$ cat config.mk
export PLATFORM = sky130hd
export DESIGN_NAME = busTenureCtl
export DESIGN_NICKNAME = d
export VERILOG_FILES = /design/src/rtl/busTenurePkg.sv /design/src/rtl/tenureTimer.sv /design/src/rtl/tenureCtrl.sv /design/src/rtl/busTenureCtl.sv
export SDC_FILE = /design/constraint.sdc
export NUM_CORES = 1
export LEC_CHECK = 0
export BUFFER_PORTS_ARGS = -buffer_cell sky130_fd_sc_hd__buf_2
export CAP_MARGIN = 20
export CORE_UTILIZATION = 49
export DETAILED_ROUTE_END_ITERATION = 8
export GPL_TIMING_DRIVEN = 0
export PLACE_DENSITY = 0.75
export RECOVER_POWER = 100
export SKIP_CTS_REPAIR_TIMING = 1
export SYNTH_ARGS = -nofsm -noshare
export SYNTH_HDL_FRONTEND = slang
export SYNTH_SLANG_ARGS = --single-unit
$ cat constraint.sdc
create_clock -name clk -period 2.16 [get_ports clk]
set_input_delay 0.54 -clock clk [delete_from_list [all_inputs] [get_ports clk]]
set_output_delay 0.54 -clock clk [all_outputs]
set_load 0.02 [all_outputs]
$ cat src/rtl/busTenurePkg.sv
package busTenurePkg;

  // Ownership lifecycle phases
  typedef enum logic [2:0] {
    PH_IDLE    = 3'd0,
    PH_ASK     = 3'd1,
    PH_OWN     = 3'd2,
    PH_EXPIRE  = 3'd3,
    PH_BACKOFF = 3'd4
  } phaseT;

  // Strobes from control to timer datapath
  typedef struct packed {
    logic loadCnt;
    logic decCnt;
  } timerCtlT;

endpackage

$ cat src/rtl/tenureTimer.sv
module tenureTimer
  import busTenurePkg::*;
#(
  parameter int CNT_W = 8
) (
  input  logic             clk,
  input  logic             rst,
  input  logic [CNT_W-1:0] reloadVal,
  input  timerCtlT         ctl,
  output logic             cntZero
);

  localparam logic [CNT_W-1:0] ONE = CNT_W'(1);

  logic [CNT_W-1:0] remaining;

  // The timer sits at its reload value whenever it is not counting.
  always_ff @(posedge clk) begin
    if (rst) begin
      remaining <= reloadVal;
    end else if (ctl.loadCnt) begin
      remaining <= reloadVal;
    end else if (ctl.decCnt) begin
      remaining <= remaining - ONE;
    end
  end

  assign cntZero = (remaining == '0);

endmodule

$ cat src/rtl/tenureCtrl.sv
module tenureCtrl
  import busTenurePkg::*;
(
  input  logic     clk,
  input  logic     rst,
  input  logic     engineReq,
  input  logic     busGrant,
  input  logic     othersWaiting,
  input  logic     cntZero,
  output timerCtlT timerCtl,
  output logic     busReq,
  output logic     busOwned,
  output logic     expiryStrobe,
  output logic     xferEn
);

  phaseT phase, phaseNext;

  always_comb begin
    phaseNext = phase;
    unique case (phase)
      PH_IDLE: begin
        if (engineReq) phaseNext = PH_ASK;
      end
      PH_ASK: begin
        if (!engineReq)    phaseNext = PH_IDLE;
        else if (busGrant) phaseNext = PH_OWN;
      end
      PH_OWN: begin
        if (!engineReq)   phaseNext = PH_IDLE;
        else if (cntZero) phaseNext = PH_EXPIRE;
      end
      PH_EXPIRE: begin
        if (!engineReq)         phaseNext = PH_IDLE;
        else if (othersWaiting) phaseNext = PH_BACKOFF;
        else if (busGrant)      phaseNext = PH_OWN;
        else                    phaseNext = PH_ASK;
      end
      PH_BACKOFF: begin
        phaseNext = engineReq ? PH_ASK : PH_IDLE;
      end
      default: phaseNext = PH_IDLE;
    endcase
  end

  always_ff @(posedge clk) begin
    if (rst) phase <= PH_IDLE;
    else     phase <= phaseNext;
  end

  // Timer strobes: count only while owning, rearm otherwise
  always_comb begin
    timerCtl.loadCnt = (phase != PH_OWN);
    timerCtl.decCnt  = (phase == PH_OWN) && !cntZero;
  end

  // Moore outputs decoded from the phase register
  always_comb begin
    busReq       = (phase == PH_ASK) || (phase == PH_OWN) || (phase == PH_EXPIRE);
    busOwned     = (phase == PH_OWN);
    xferEn       = (phase == PH_OWN);
    expiryStrobe = (phase == PH_EXPIRE);
  end

endmodule

$ cat src/rtl/busTenureCtl.sv
module busTenureCtl
  import busTenurePkg::*;
#(
  parameter int CNT_W = 8
) (
  input  logic             clk,
  input  logic             rst,
  input  logic [CNT_W-1:0] latencyVal,
  input  logic             engineReq,
  input  logic             busGrant,
  input  logic             othersWaiting,
  output logic             busReq,
  output logic             busOwned,
  output logic             expiryStrobe,
  output logic             xferEn
);

  timerCtlT timerCtl;
  logic     cntZero;

  tenureCtrl u_ctrl (
    .clk          (clk),
    .rst          (rst),
    .engineReq    (engineReq),
    .busGrant     (busGrant),
    .othersWaiting(othersWaiting),
    .cntZero      (cntZero),
    .timerCtl     (timerCtl),
    .busReq       (busReq),
    .busOwned     (busOwned),
    .expiryStrobe (expiryStrobe),
    .xferEn       (xferEn)
  );

  tenureTimer #(.CNT_W(CNT_W)) u_timer (
    .clk      (clk),
    .rst      (rst),
    .reloadVal(latencyVal),
    .ctl      (timerCtl),
    .cntZero  (cntZero)
  );

endmodule

Yosys cells after proc, flatten, opt, wreduce, memory -nomap -nowiden
Cells that the tools add are included.
- $add $sub $neg: 1
- eq/ne operators: 8
- muxes and demuxes: 13
- reduce and logical (&&, ||, !) cells: 8
- operators with widths (operator ; count):
    8-bit 2-to-1 mux ; 3
    3-bit 2-to-1 mux ; 7
    3-bit case mux with 5 select lines ; 1
    8-bit logical NOT ; 1
    8-bit by 1-bit subtractor with 8-bit output (second input constant) ; 1
    3-bit by 2-bit equality test with 1-bit output (second input constant) ; 2
    3-bit by 2-bit inequality test with 1-bit output (second input constant) ; 2
    3-bit by 1-bit equality test with 1-bit output (second input constant) ; 1
    3-bit equality test (second input constant) ; 1
    3-bit logical NOT ; 1
    3-bit inequality test (second input constant) ; 1
    3-bit AND reduction ; 1
    3-bit nonzero test ; 1
    1-bit logical OR ; 2
    2-bit 2-to-1 mux ; 1
    2-bit inequality test (second input constant) ; 1
    1-bit logical AND ; 1
    1-bit logical NOT ; 1
    1-bit 2-to-1 mux ; 1
- bits in registers: 11
- bits of input ports: 13
- output and inout port bits: 4

Logic depth before layout (Yosys ltp)
Gate-level depths: netlist (run 1).
- depth in word-level cells: 6
- gate-level depth with buffers: 6

Hierarchy
From an unflattened synthesis (run 1), not the netlist that was laid out.
- cells, all modules: 71
- area total of the unflattened synthesis: 681.9 um^2
- modules (own cells, without submodules) (module ; times used ; cells an instance ; area an instance (um^2) ; sequential area each (um^2)):
    tenureTimer ; 1 ; 47 ; 481.7 ; 240.2
    tenureCtrl ; 1 ; 24 ; 200.2 ; 60.1

Least setup slack after synthesis (run 1)
Ideal clock, no wire load.
- kind: register -> register
- from: register u_timer.remaining[5]
- to: register u_timer.remaining[0], enable pin
- setup time: 0.303 ns
- arrival time: 1.389 ns
- required time: 1.857 ns
- slack: 0.468 ns
- cell stages (with the launch flop): 4
- buffers on the path: 0
- path through: edfxtp_1 > or4_4 > nor4b_2 > nand2_1
- word-level cells in the longest chain between the ends: 4
- ends and longest elaborated chain (what ; line ; RTL):
    from (decl) ; tenureTimer.sv:15 ; logic [CNT_W-1:0] remaining;
    from (signal assigned) ; tenureTimer.sv:20 ; remaining <= reloadVal;
    from (signal assigned) ; tenureTimer.sv:22 ; remaining <= reloadVal;
    from (signal assigned) ; tenureTimer.sv:24 ; remaining <= remaining - ONE;
    8-bit logical NOT ; tenureTimer.sv:28 ; assign cntZero = (remaining == '0);
    1-bit logical NOT ; tenureCtrl.sv:54 ; timerCtl.decCnt = (phase == PH_OWN) && !cntZero;
    1-bit logical AND ; tenureCtrl.sv:54 ;
    3-bit nonzero test (no line) ; - ;
No other way between the ends.
A chain may end at the register's enable or synchronous reset.

Final worst setup path (run 1)
- from: register u_timer.remaining[4]
- to: register u_timer.remaining[5], enable pin
The elaborated chain is that of the path after synthesis.

==> out/results.txt, run 1 <==
The worst min-delay path category was flip-flop to flip-flop. Internal reg-to-reg setup slack: 0.24 ns. Wires add up to 1160 µm.

Global routing consumed, on the met3 layer, 5.23% of the routing resources. The number of antenna violations at the first check in global routing is 0. The tools report the half-perimeter wire length after placement as 909 µm.

The internal power of the cells totals 0.338 mW. Layout overhead on the synthesized area: 16.9%. During synthesis, Yosys emitted a total of 0 warnings.

The run gives 0 as the final number of max-transition violations. Counting flops and latches in the post-synthesis netlist gives 11. The effective utilization at floorplan came out at 55.6%. Share of total power in the clock network: 30.8%. The detailed router's first-iteration violation count came out at 8. The endpoint identified for the worst register-to-register timing path is u_timer.remaining[5].

The number of primary I/O pins is 17, and the number of buffers created by CTS is 3. The root buffer cell was sky130_fd_sc_hd__clkbuf_4. The instance area after placement is 748 µm². Counting every net in the synthesized netlist gives 84. Global routing consumed, over all layers together, 21.4% of the routing resources.

met2 is the most crowded layer. For this run, asynchronously set or reset flops after synthesis account for 0%. The floorplan step defined a die boundary enclosing 0.00148 mm². Clock-pin slew was measured on the worst setup and hold paths at 0.07 ns. After routing the design area is 761 µm². Depth of the worst register-to-register path: 3. In the post-synthesis netlist, the biggest area contributors are sky130_fd_sc_hd__edfxtp_1, sky130_fd_sc_hd__dfxtp_1, sky130_fd_sc_hd__nand2_1. Setup repair after global routing left no endpoint under its margin. The number of vias after detailed routing came out at 529.

The worst setup path is launched from a flip-flop. For this run, design rule violations remaining after detail routing come to 0. The tools report the count of fill cells added during filler insertion as 105. The switching power of the nets is 0.111 mW, and the sum of negative setup slack is 0 ns. From left edge to right edge, the die measures 38.4 µm. The distinct cell type count of the synthesized netlist is 26. In this run the most critical hold path is launched from u_ctrl.phase[2].

The global-route wire length before repair was 2040 µm; the final period utilization was 88.7%. Once detail routing completed, the nets flagged for antenna violations numbered 0. Final worst-path setup slack: 0.244 ns. The finished layout holds 103 standard cells, fillers aside. The setup skew after layout was 0.00249 ns. CTS saw 11 sinks. The post-synthesis instance area was 651 µm²; the number of flops mapped to enable cells by yosys was 8. The final hold violation count was 0.

The height of the chip was 38.4 µm. The congestion estimate from routability-driven global placement came to 0.787. At the placement stage, the worst setup path has a slack of 0.291 ns.

The fraction of layout instances using a drive strength above 1 works out to 20.2%. The number of nets in the final layout came out at 105. Combinational cells account for 12.8% of the total power.

For the number of buffers on the longest clock path, the log shows 2. The start-to-end type of the worst setup path was flip-flop to flip-flop. The tools report the worst path arrival time as 1.86 ns. The final number of setup-violating endpoints is 0, and the cell row count is 12. The aggregate global routing overflow came out at 0. The post-synthesis cell type with the largest combined area is sky130_fd_sc_hd__edfxtp_1.

For the upper clock frequency limit, the log shows 0.522 GHz. Data on the critical path is required at its endpoint by 2.10 ns. The count of buffers inserted at the top-level ports was 16. The depth of the worst hold-timing path is 1. The completed layout was analyzed and its total power is 0.449 mW.

0 antenna diodes ended up in the layout. The via count of the first global-routing pass is 503. Synthesis handed over a netlist of 69 instances. The number of H-tree levels came out at 1. The core region is 0.00117 mm². In this run the static leakage power is 0.305 nW.

The later pin in the worst-skew pair is clocked with a latency of 0.26 ns. Using the TritonRoute via totals, the vias-per-cell ratio works out to 5.14. The flow ran to the end, and the final reports show no timing, DRC or antenna violations. The clock period minus worst slack was 1.92 ns. The multi-input combinational cell area is 315 µm², and the routing usage on met1 is 25.7%. The total of max-cap violations is 0, and the detailed-routing iteration count for the pre-antenna-repair pass is 4. Headroom to the max-slew limit came out at 72.6%. Reg-to-reg startpoint: u_timer.remaining[4].

In this run the mean area of a mapped cell was 9.43 µm². The total instance count after detailed placement came out at 99. The tightest hold path in the finished design has a slack of 0.507 ns. The routed length per placed instance was 11.3 µm; the proportion of power drawn by flip-flops and latches was 56.4%. Across the whole layout, storage elements account for 300 µm². The actual transition at the worst max-transition pin works out to 0.411 ns. STA classifies the critical path endpoint as a flip-flop. For this run, the leading register cell type out of synthesis is sky130_fd_sc_hd__edfxtp_1. TritonCTS built the clock tree. The fraction of power spent switching nets was 24.7%; the share of Yosys cell area claimed by the top area cell type was 36.9%. For hold timing, the worst endpoint is u_ctrl.phase[1]. Along the worst path, the maximum fanout reaches 8. The post-synthesis sequential area ratio was 46.2%. Power spread over the standard cell area amounts to 591 mW/mm². Cells fill 65.0% of the core in the end. Entering global routing, the biggest net connects 11 pins.

Met2 routing resource usage after global routing: 33.1%. The tools report the maximum vdd ir drop as 330 µV.
-- cell usage in the layout, fill, tap and decap left out, types with 2 or more instances in the layout --
master and count:
sky130_fd_sc_hd__buf_2 12, sky130_fd_sc_hd__clkbuf_1 6, sky130_fd_sc_hd__clkbuf_4 3, sky130_fd_sc_hd__dfxtp_1 3
sky130_fd_sc_hd__edfxtp_1 8, sky130_fd_sc_hd__ha_1 2, sky130_fd_sc_hd__inv_1 4, sky130_fd_sc_hd__nand2_1 12
sky130_fd_sc_hd__nand2b_1 4, sky130_fd_sc_hd__nor2_1 8, sky130_fd_sc_hd__nor3_1 2, sky130_fd_sc_hd__nor4_1 2
sky130_fd_sc_hd__o21ai_0 6, sky130_fd_sc_hd__or4_1 2, sky130_fd_sc_hd__xnor2_1 4
-- final cells by class --
| cell class | instances | share of cell area (%) |
|---|---|---|
| clock buffer | 4 | 3.45 |
| tap | 14 | 2.30 |
| timing repair buffer | 16 | 9.87 |
| buffer | 2 | 1.48 |
| inverter | 4 | 1.97 |
| sequential | 11 | 39.5 |
| multi-input combinational | 52 | 41.4 |
-- state kept, by name (all words and copies together) (netlist names) --
signal	flops
u_ctrl.phase	3
u_timer.remaining	8
-- cell families after synthesis --
kind of cell	after synthesis	synth area share, %
fa+ha+maj	2	3.85
buf+inv	6	4.23
simple gates	34	28.1
compound gates	11	11.0
xor+xnor	5	6.73
flops	11	46.2
-- synth_stat cells, types with 2 or more instances --
| cell | instances |
|---|---|
| sky130_fd_sc_hd__xnor2_1 | 4 |
| sky130_fd_sc_hd__nor3_1 | 2 |
| sky130_fd_sc_hd__nand2_1 | 12 |
| sky130_fd_sc_hd__edfxtp_1 | 8 |
| sky130_fd_sc_hd__inv_1 | 4 |
| sky130_fd_sc_hd__nor4_1 | 2 |
| sky130_fd_sc_hd__nand2b_1 | 4 |
| sky130_fd_sc_hd__ha_1 | 2 |
| sky130_fd_sc_hd__nor2_1 | 8 |
| sky130_fd_sc_hd__dfxtp_1 | 3 |
| sky130_fd_sc_hd__o21ai_0 | 5 |
-- critical path: stages, from the launching register on --
cell and delay (ns):
sky130_fd_sc_hd__edfxtp_1 0.44, sky130_fd_sc_hd__or4_1 0.61, sky130_fd_sc_hd__nor4b_2 0.27, sky130_fd_sc_hd__nand2_1 0.28
-- power groups by stage --
stage	clock network, mW	logic (mW)	registers (mW)
after CTS	0.141	0.0606	0.254
after global placement	0	0.0586	0.258
after floorplan	0	0.0398	0.255
final	0.139	0.0575	0.253
after global routing	0.154	0.0658	0.256
after detailed placement	0	0.0599	0.259
-- worst max path at each step --
stage,from,end,slack [ns],cells past startpoint
detailed placement,u_timer.remaining[5],u_timer.remaining[5],0.29,3
floorplan,u_timer.remaining[5],u_timer.remaining[0],0.47,3
finish,u_timer.remaining[4],u_timer.remaining[5],0.24,3
CTS,u_timer.remaining[5],u_timer.remaining[5],0.28,3
global placement,u_timer.remaining[5],u_timer.remaining[5],0.28,3
global route,u_timer.remaining[5],u_timer.remaining[3],0.13,3
-- routing by layer --
layer | up-vias | share of wire (%)
met3 | 2 | 2.7
met1 | 230 | 47
li1 | 284 | -
met5 | - | 0
met2 | 13 | 48
met4 | 0 | 2.3
Power figures use the tool's default switching activity.
==> inputs of run 2 (changes only) <==
--- a/config.mk
+++ b/config.mk
@@ -5,14 +5,17 @@
 export SDC_FILE = /design/constraint.sdc
 export NUM_CORES = 1
 export LEC_CHECK = 0
+export ABC_AREA = 1
 export BUFFER_PORTS_ARGS = -buffer_cell sky130_fd_sc_hd__buf_2
 export CAP_MARGIN = 20
-export CORE_UTILIZATION = 49
+export CORE_UTILIZATION = 50
 export DETAILED_ROUTE_END_ITERATION = 8
 export GPL_TIMING_DRIVEN = 0
-export PLACE_DENSITY = 0.75
+export PLACE_DENSITY = 0.74
 export RECOVER_POWER = 100
 export SKIP_CTS_REPAIR_TIMING = 1
+export SKIP_LAST_GASP = 1
+export SLEW_MARGIN = 20
 export SYNTH_ARGS = -nofsm -noshare
 export SYNTH_HDL_FRONTEND = slang
 export SYNTH_SLANG_ARGS = --single-unit
==> out/results.txt, run 2 <==
In the final layout, the registers with the most flip-flops are u_timer.remaining: 8 flops, u_ctrl.phase: 3 flops. The first detailed-routing pass took 6 iterations. The run gives 3 as the number of buffers created by CTS. The tools report the sort of element at the end of the critical path as a flip-flop.

The tools report the kind of launch point of the worst setup path as a flip-flop. Ranked by instance count, the synthesized netlist is headed by sky130_fd_sc_hd__nor2_1, sky130_fd_sc_hd__inv_1, sky130_fd_sc_hd__nand2_1. For the yosys synthesis warning count, the log shows 0. The effective utilization at floorplan is 56.9%. The tree is rooted in a sky130_fd_sc_hd__clkbuf_4. At the pin with the least slew margin, the transition time is 0.608 ns. The number of nets in the synthesized netlist is 111.

The first global-routing pass estimated 2520 µm of wire. The combined flip-flop and latch cell area came out at 300 µm². Headroom to the max-slew limit came out at 59.3%. For the pin count of the biggest net entering global routing, the log shows 11.

Endpoint of the lowest-slack register-to-register path: u_timer.remaining[0]. The final critical path takes up 84.3% of the cycle. The final number of max-transition violations came out at 0. The run gives 17 as the number of primary I/O pins. Horizontal die dimension: 41.4 µm.

The run gives 2.11 ns as the required arrival time at the worst endpoint. Summing the areas of all and, or, nand and nor instances in the mapped netlist gives 32.7% of the synthesized area. The share of the synthesized netlist area taken by xor and xnor gates is 4.51%. The logs give 0 for the final hold violation count and 131 for the number of nets in the final layout. The largest fanout on the critical path was 10. The run gives 0 as the number of nets still failing antenna checks after routing. For the worst flop-to-flop path, the logic depth is 5.

For the number of H-tree levels, the log shows 1. Hold is met by 0.480 ns. The delay of the slowest critical-path stage was 0.49 ns. The worst min-delay path category was input port to flip-flop. Once layout is complete, the cells apart from fillers number 130.

For this design the static power due to leakage is 0.378 nW. For this design the ratio of total power to cell area is 581 mW/mm². Across all register-to-register paths, the minimum setup slack is 0.34 ns.

In the routed design, unresolved DRC markers number 0. The flop and latch count out of synthesis is 11, and the share of the synthesized area in compound gates (AO/OA/AOI/OAI) is 10.5%. Among all cell types in the netlist, the one instantiated most often is sky130_fd_sc_hd__nor2_1. The clock sink count is 11. The worst setup path is of the flip-flop to flip-flop kind. The main combinational cell family by area after synthesis is simple AND/OR/NAND/NOR gates. After synthesis, the share of cell area in mux cells is 0%.

After synthesis, the share of flip-flops with an asynchronous set or reset is 0%. Of the total synthesized cell area, the portion taken by full adders, half adders and majority gates is 3.22%. Clock latency on the worst-skew pair, taken at its later pin, is 0.27 ns. The run finished with clean final reports. The area of all placed cells without fillers came out at 861 µm².

The number of vias after detailed routing came out at 684. The reg-to-reg startpoint was u_ctrl.phase[0]. Leading register cell type out of synthesis: sky130_fd_sc_hd__edfxtp_1.

The run gives 126 as the total instance count after detailed placement. For the multi-input combinational cell area, the log shows 364 µm². Fraction of layout instances using a drive strength above 1: 21.7%. The signal on the critical path passes through inv_1, nand3_1, nor2_1, buf_12, nand2_1.

After detailed routing, the number of vias per cell comes to 5.26. The run gives 623 as the via count of the first global-routing pass. Post-synthesis cell type with the largest combined area: sky130_fd_sc_hd__edfxtp_1.

The upper clock frequency limit came out at 0.549 GHz. The instance area after placement is 871 µm². The clock-pin transition on the worst setup and hold timing paths is 0.07 ns, and the aggregate global routing overflow is 0.

The worst path arrival time was 1.77 ns. Slowest cell on the critical path: sky130_fd_sc_hd__nor2_1. After filler insertion, the fill cell instance count of the layout stands at 138. For this block, the routed nets add up to 1540 µm of wire.

The routability congestion estimate from global placement is 0.895. In this run the worst setup path begins at u_ctrl.phase[0]. The share of Yosys cell area claimed by the top area cell type was 30.9%; the number of flops mapped to enable cells by yosys was 8. The height of the chip works out to 41.4 µm.

The die covers 0.00172 mm². Compared with the post-synthesis result, the final layout area differs by 10.8%. The worst hold path begins at rst. The run gives 0.500 mW as the overall power consumption. Setup repair after global routing left no endpoint under its margin. The worst hold path terminates at u_ctrl.phase[0]. The detailed router's first-iteration violation count was 23; the number of buffers on the longest clock path was 2. IR analysis of the VDD net gives a maximum drop of 371 µV. Half-perimeter wire length after placement: 1260 µm. The top cell types in the final layout, fill and taps aside, are sky130_fd_sc_hd__nor2_1, sky130_fd_sc_hd__inv_1, sky130_fd_sc_hd__nand2_1, sky130_fd_sc_hd__buf_2, sky130_fd_sc_hd__nand3_1. In this run the cell area of the synthesized design comes to 777 µm².

The floorplan has 13 rows. The number of antenna cells inserted was 0; the gate count after technology mapping was 96. The routed length per placed instance was 11.8 µm; the setup skew after layout was 0.00511 ns. Most frequent standard cell in the layout excluding fill and tap cells: sky130_fd_sc_hd__nor2_1. Sorting the synthesized cells by area gives the leading types as sky130_fd_sc_hd__edfxtp_1, sky130_fd_sc_hd__nor2_1, sky130_fd_sc_hd__dfxtp_1. The number of flip-flops under the largest register name is 8, and the depth of the worst hold-timing path is 2. The register with the most flip-flops is u_timer.remaining.

The worst path needs 1.82 ns of the cycle, external delays included. The mean instance size in the synthesized netlist is 8.09 µm², and the core outline area is 0.00137 mm². The final number of setup-violating endpoints was 0. The tools report the sum of negative setup slack as 0 ns.

For this run, the register share of the synthesized area comes to 38.6%. The run gives 18.8% as the total routing usage reported by global routing. The number of antenna violations at the first check in global routing is 0, and the total of max-cap violations is 0. The count of buffers inserted at the top-level ports is 15.

TritonCTS built the clock tree. The distinct cell type count of the synthesized netlist was 23.
-- run 2: changes by cell type in the layout (fill, tap and decap cells not counted), sizes merged, moves of 2 or more --
cell	previous run	this run
a21oi	0	7
inv	4	13
nand2b	4	0
nand3	0	11
nand4	0	3
nor2	8	23
nor3	2	0
nor4	3	0
o21ai	7	4
or4	2	0
xnor2	4	1
xor2	1	3
-- run 2: logic make-up after synthesis --
| family | count (synthesis) |
|---|---|
| and+or+nand+nor | 51 |
| xor gates and xnor gates | 4 |
| DFF | 11 |
| buffers and inverters | 16 |
| AOI/OAI and AO/OA | 12 |
| adders and majority gates | 2 |
-- run 2: stage by stage --
| step | util [%] | setup WS, ns |
|---|---|---|
| 2_1_floorplan | - | 0.709 |
| 3_3_place_gp | 63.7 | 0.558 |
| 3_5_place_dp | 63.7 | 0.556 |
| 4_1_cts | 65.7 | 0.370 |
| 5_1_grt | 63.0 | 0.226 |
| 6_report | 63.0 | 0.339 |
-- run 2: final cells by class --
type | count | share of cell area [%]
multi-input combinational | 69 | 42.3
sequential | 11 | 34.9
timing repair buffer | 15 | 8.14
inverter | 13 | 5.67
buffer | 3 | 3.78
clock buffer | 4 | 3.05
tap | 15 | 2.18
-- run 2: power by group --
part	internal, mW	switching (mW)
clock	0.0714	0.0677
sequential	0.242	0.0148
combinational	0.0425	0.0616
-- run 2: worst max-delay path, delay by kind of cell, from the launching register on --
kind,cells,cell delay (ns)
and+or+nand+nor,3,0.83
DFF,1,0.35
buffers and inverters,2,0.33
-- run 2: metal layers --
metal | global-route usage [%] | wire length [µm]
met2 | 28.7 | 690
met5 | 0 | 0
met4 | 6.45 | 21
met3 | 5.65 | 95
met1 | 25.1 | 729
-- run 2: worst max-delay path by stage --
stage	to	slack, ns	cells after the start
2_1_floorplan	xferEn	0.71	4
3_3_place_gp	u_timer.remaining[2]	0.56	4
3_5_place_dp	u_timer.remaining[2]	0.56	4
4_1_cts	xferEn	0.37	5
5_1_grt	u_timer.remaining[6]	0.23	5
6_report	u_timer.remaining[0]	0.34	5
==> inputs of run 3 (changes only) <==
--- a/config.mk
+++ b/config.mk
@@ -5,13 +5,13 @@
 export SDC_FILE = /design/constraint.sdc
 export NUM_CORES = 1
 export LEC_CHECK = 0
-export ABC_AREA = 1
+export ABC_AREA = 0
 export BUFFER_PORTS_ARGS = -buffer_cell sky130_fd_sc_hd__buf_2
 export CAP_MARGIN = 20
-export CORE_UTILIZATION = 50
+export CORE_UTILIZATION = 49
 export DETAILED_ROUTE_END_ITERATION = 8
 export GPL_TIMING_DRIVEN = 0
-export PLACE_DENSITY = 0.74
+export PLACE_DENSITY = 0.75
 export RECOVER_POWER = 100
 export SKIP_CTS_REPAIR_TIMING = 1
 export SKIP_LAST_GASP = 1
==> constraint.sdc (replaced) <==
create_clock -name clk -period 1.75 [get_ports clk]
set_input_delay 0.4375 -clock clk [delete_from_list [all_inputs] [get_ports clk]]
set_output_delay 0.4375 -clock clk [all_outputs]
set_load 0.02 [all_outputs]
==> out/results.txt, run 3 (synthesized netlist as in run 1, its figures left out) <==
The internal reg-to-reg setup slack was -0.01 ns. The pin count of the biggest net entering global routing is 11. Before antenna repair, the detailed router went through 3 iterations. The clock period minus worst slack is 1.76 ns. Measured against its own limit, the worst slew margin works out to 74.3%.

The height of the chip was 38.4 µm; the total die area was 0.00148 mm². The tools report the sort of element at the end of the critical path as a flip-flop. Clock-pin slew was measured on the worst setup and hold paths at 0.07 ns. The cell row count was 12. The start-to-end type of the worst setup path was flip-flop to flip-flop. The logs give 1.73 ns for the worst path arrival time and 21.4% for the total routing usage reported by global routing. The final reports fail on negative setup slack. Setup violations remaining at the end of the flow were counted as 8. After global routing the overflow that remains totals 0. The library cell used most frequently in the layout, excluding fill and tap cells, is sky130_fd_sc_hd__buf_2. The number of antenna violations at the first check in global routing is 0, and the layout overhead on the synthesized area is 22.9%. The count of fill cells added during filler insertion was 98. Reg-to-reg startpoint: u_timer.remaining[5]. The number of H-tree levels was 1.

The number of antenna cells inserted is 0. Clock latency on the worst-skew pair, taken at its later pin, is 0.26 ns. The sum of negative setup slack was -0.0747 ns.

Dividing the detail-routed wire length by the instance count gives 11.8 µm. Counting the buffers created by CTS gives 3. The floorplan step set the die width to 38.4 µm. Summing all multi-input logic gate instances after layout gives 334 µm². The run gives 68.3% as the utilization after layout. The register with the most flip-flops in the final layout is u_timer.remaining. The run gives 55.6% as the effective utilization at floorplan. Once detailed placement completed, the half-perimeter wirelength came to 909 µm. Across the whole layout, storage elements account for 302 µm². The end of the critical path was u_timer.remaining[5].

The first global-routing pass estimated 2040 µm of wire. The tools report the endpoint of the lowest-slack register-to-register path as u_timer.remaining[5]. Upper clock frequency limit: 0.567 GHz.

Traced cell by cell, the critical path runs through or4_4, nor4b_4, nand2_2. The depth of the worst register-to-register path is 3, and the final routed DRC violation total is 0. The detailed router's first-iteration violation count is 8, and the via count of the first global-routing pass is 503. The largest fanout on the critical path was 8. The run finished, with violations left. Leaving out fill and tap cells, the most frequent cells in the layout are sky130_fd_sc_hd__buf_2, sky130_fd_sc_hd__nand2_1, sky130_fd_sc_hd__nor2_1, sky130_fd_sc_hd__edfxtp_1, sky130_fd_sc_hd__o21ai_0. Of the available clock period, the critical path in the final layout requires 101%. The tools report the launching element of the worst setup path as u_timer.remaining[5]. The tightest hold path in the finished design has a slack of 0.432 ns. Counting every sink on the clock net gives 11. Summing over every cut layer, the via total after detailed routing is 543. The largest registers in the layout are u_timer.remaining: 8 flops, u_ctrl.phase: 3 flops. The register with the most flip-flops in the layout has 8 of them. The final number of max-transition violations is 0. The fraction of layout instances using a drive strength above 1 was 29.7%; the maximum vdd ir drop was 376 µV.

During placement, the flow inserted port buffers numbering 16. The slowest stage of the critical path is the sky130_fd_sc_hd__or4_4 cell. Counting along the longest clock path gives a buffer depth of 2. The tool flagged a number of max-cap violations equal to 0. CTS placed an instance of sky130_fd_sc_hd__clkbuf_4 at the clock tree root.

The final hold violation count was 0; the actual transition at the worst max-transition pin was 0.383 ns. Pin placement for this block handled 17 I/O pins. In this run the worst hold path is classified as input port to flip-flop. The final layout contains 107 nets.

The required arrival time at the worst endpoint is 1.72 ns. Setup repair after global routing could not meet its margin everywhere. Between clock sinks in the finished design, the worst skew comes to 0.00488 ns. For this design the ratio of total power to cell area is 706 mW/mm². The average vias per placed instance works out to 5.17.

TritonCTS built the clock tree. The standby leakage power was 0.336 nW; the final wirelength was 1240 µm. The tools report the routability congestion estimate from global placement as 0.787.

Core outline area: 0.00117 mm². STA classifies the critical path startpoint as a flip-flop. The delay of the slowest critical-path stage came out at 0.59 ns. The final worst-path setup slack was -0.0134 ns; the number of nets still failing antenna checks after routing was 0.
-- run 3: cell types whose count changed in the layout (fill, tap and decap cells not counted), sizes merged, moves of 2 or more --
cell    before  now
nor2        23    8
nand3       11    0
inv         13    4
a21oi        7    0
nand2b       0    4
buf         14   17
nand4        3    0
nor4         0    3
o21ai        4    7
xnor2        1    4
nor3         0    2
or4          0    2
xor2         3    1
-- run 3: worst min path at each step --
stage	endpoint	startpoint	slack, ns	cells past startpoint
finish	u_ctrl.phase[2]	othersWaiting	0.43	3
global route	u_ctrl.phase[2]	othersWaiting	0.43	3
CTS	u_ctrl.phase[2]	othersWaiting	0.43	3
detailed placement	u_ctrl.phase[1]	u_ctrl.phase[2]	0.50	1
global placement	u_ctrl.phase[1]	u_ctrl.phase[2]	0.49	1
floorplan	u_ctrl.phase[1]	u_ctrl.phase[2]	0.46	1
-- run 3: through the flow --
step | area [µm²] | std cells | power, mW | setup slack, ns
finish | 800 | 105 | 0.564 | -0.0134
global route | 800 | 105 | 0.596 | -0.0766
CTS | 774 | 103 | 0.562 | -0.133
detailed placement | 748 | 99 | 0.393 | -0.119
global placement | 748 | 99 | 0.391 | -0.128
floorplan | 651 | 69 | 0.364 | 0.0579
-- run 3: metal layers --
metal | track usage (%) | up-vias | wire length, µm
li1 | - | 286 | -
met1 | 25.7 | 240 | 558
met2 | 33.1 | 13 | 611
met3 | 5.23 | 4 | 31
met4 | 15.5 | 0 | 34
met5 | 0 | - | 0
-- run 3: cell type report --
type	count	share of cell area, %
multi-input cells	52	41.8
clock buffers	4	3.29
flip-flops and latches	11	37.7
well taps	14	2.19
inverters	4	1.88
repair buffers	18	11.6
plain buffers	2	1.56
-- run 3: critical path: cells and delay by family (launching register included) --
| kind | cells | cell delay, ns |
|---|---|---|
| simple gates | 3 | 1.05 |
| flops | 1 | 0.43 |
-- run 3: where the power goes --
part           internal, mW  switching, mW  leakage, nW  total, mW
registers             0.296         0.0190        0.110      0.315
clock network        0.0880         0.0820       0.0150      0.170
logic                0.0401         0.0392        0.211     0.0793
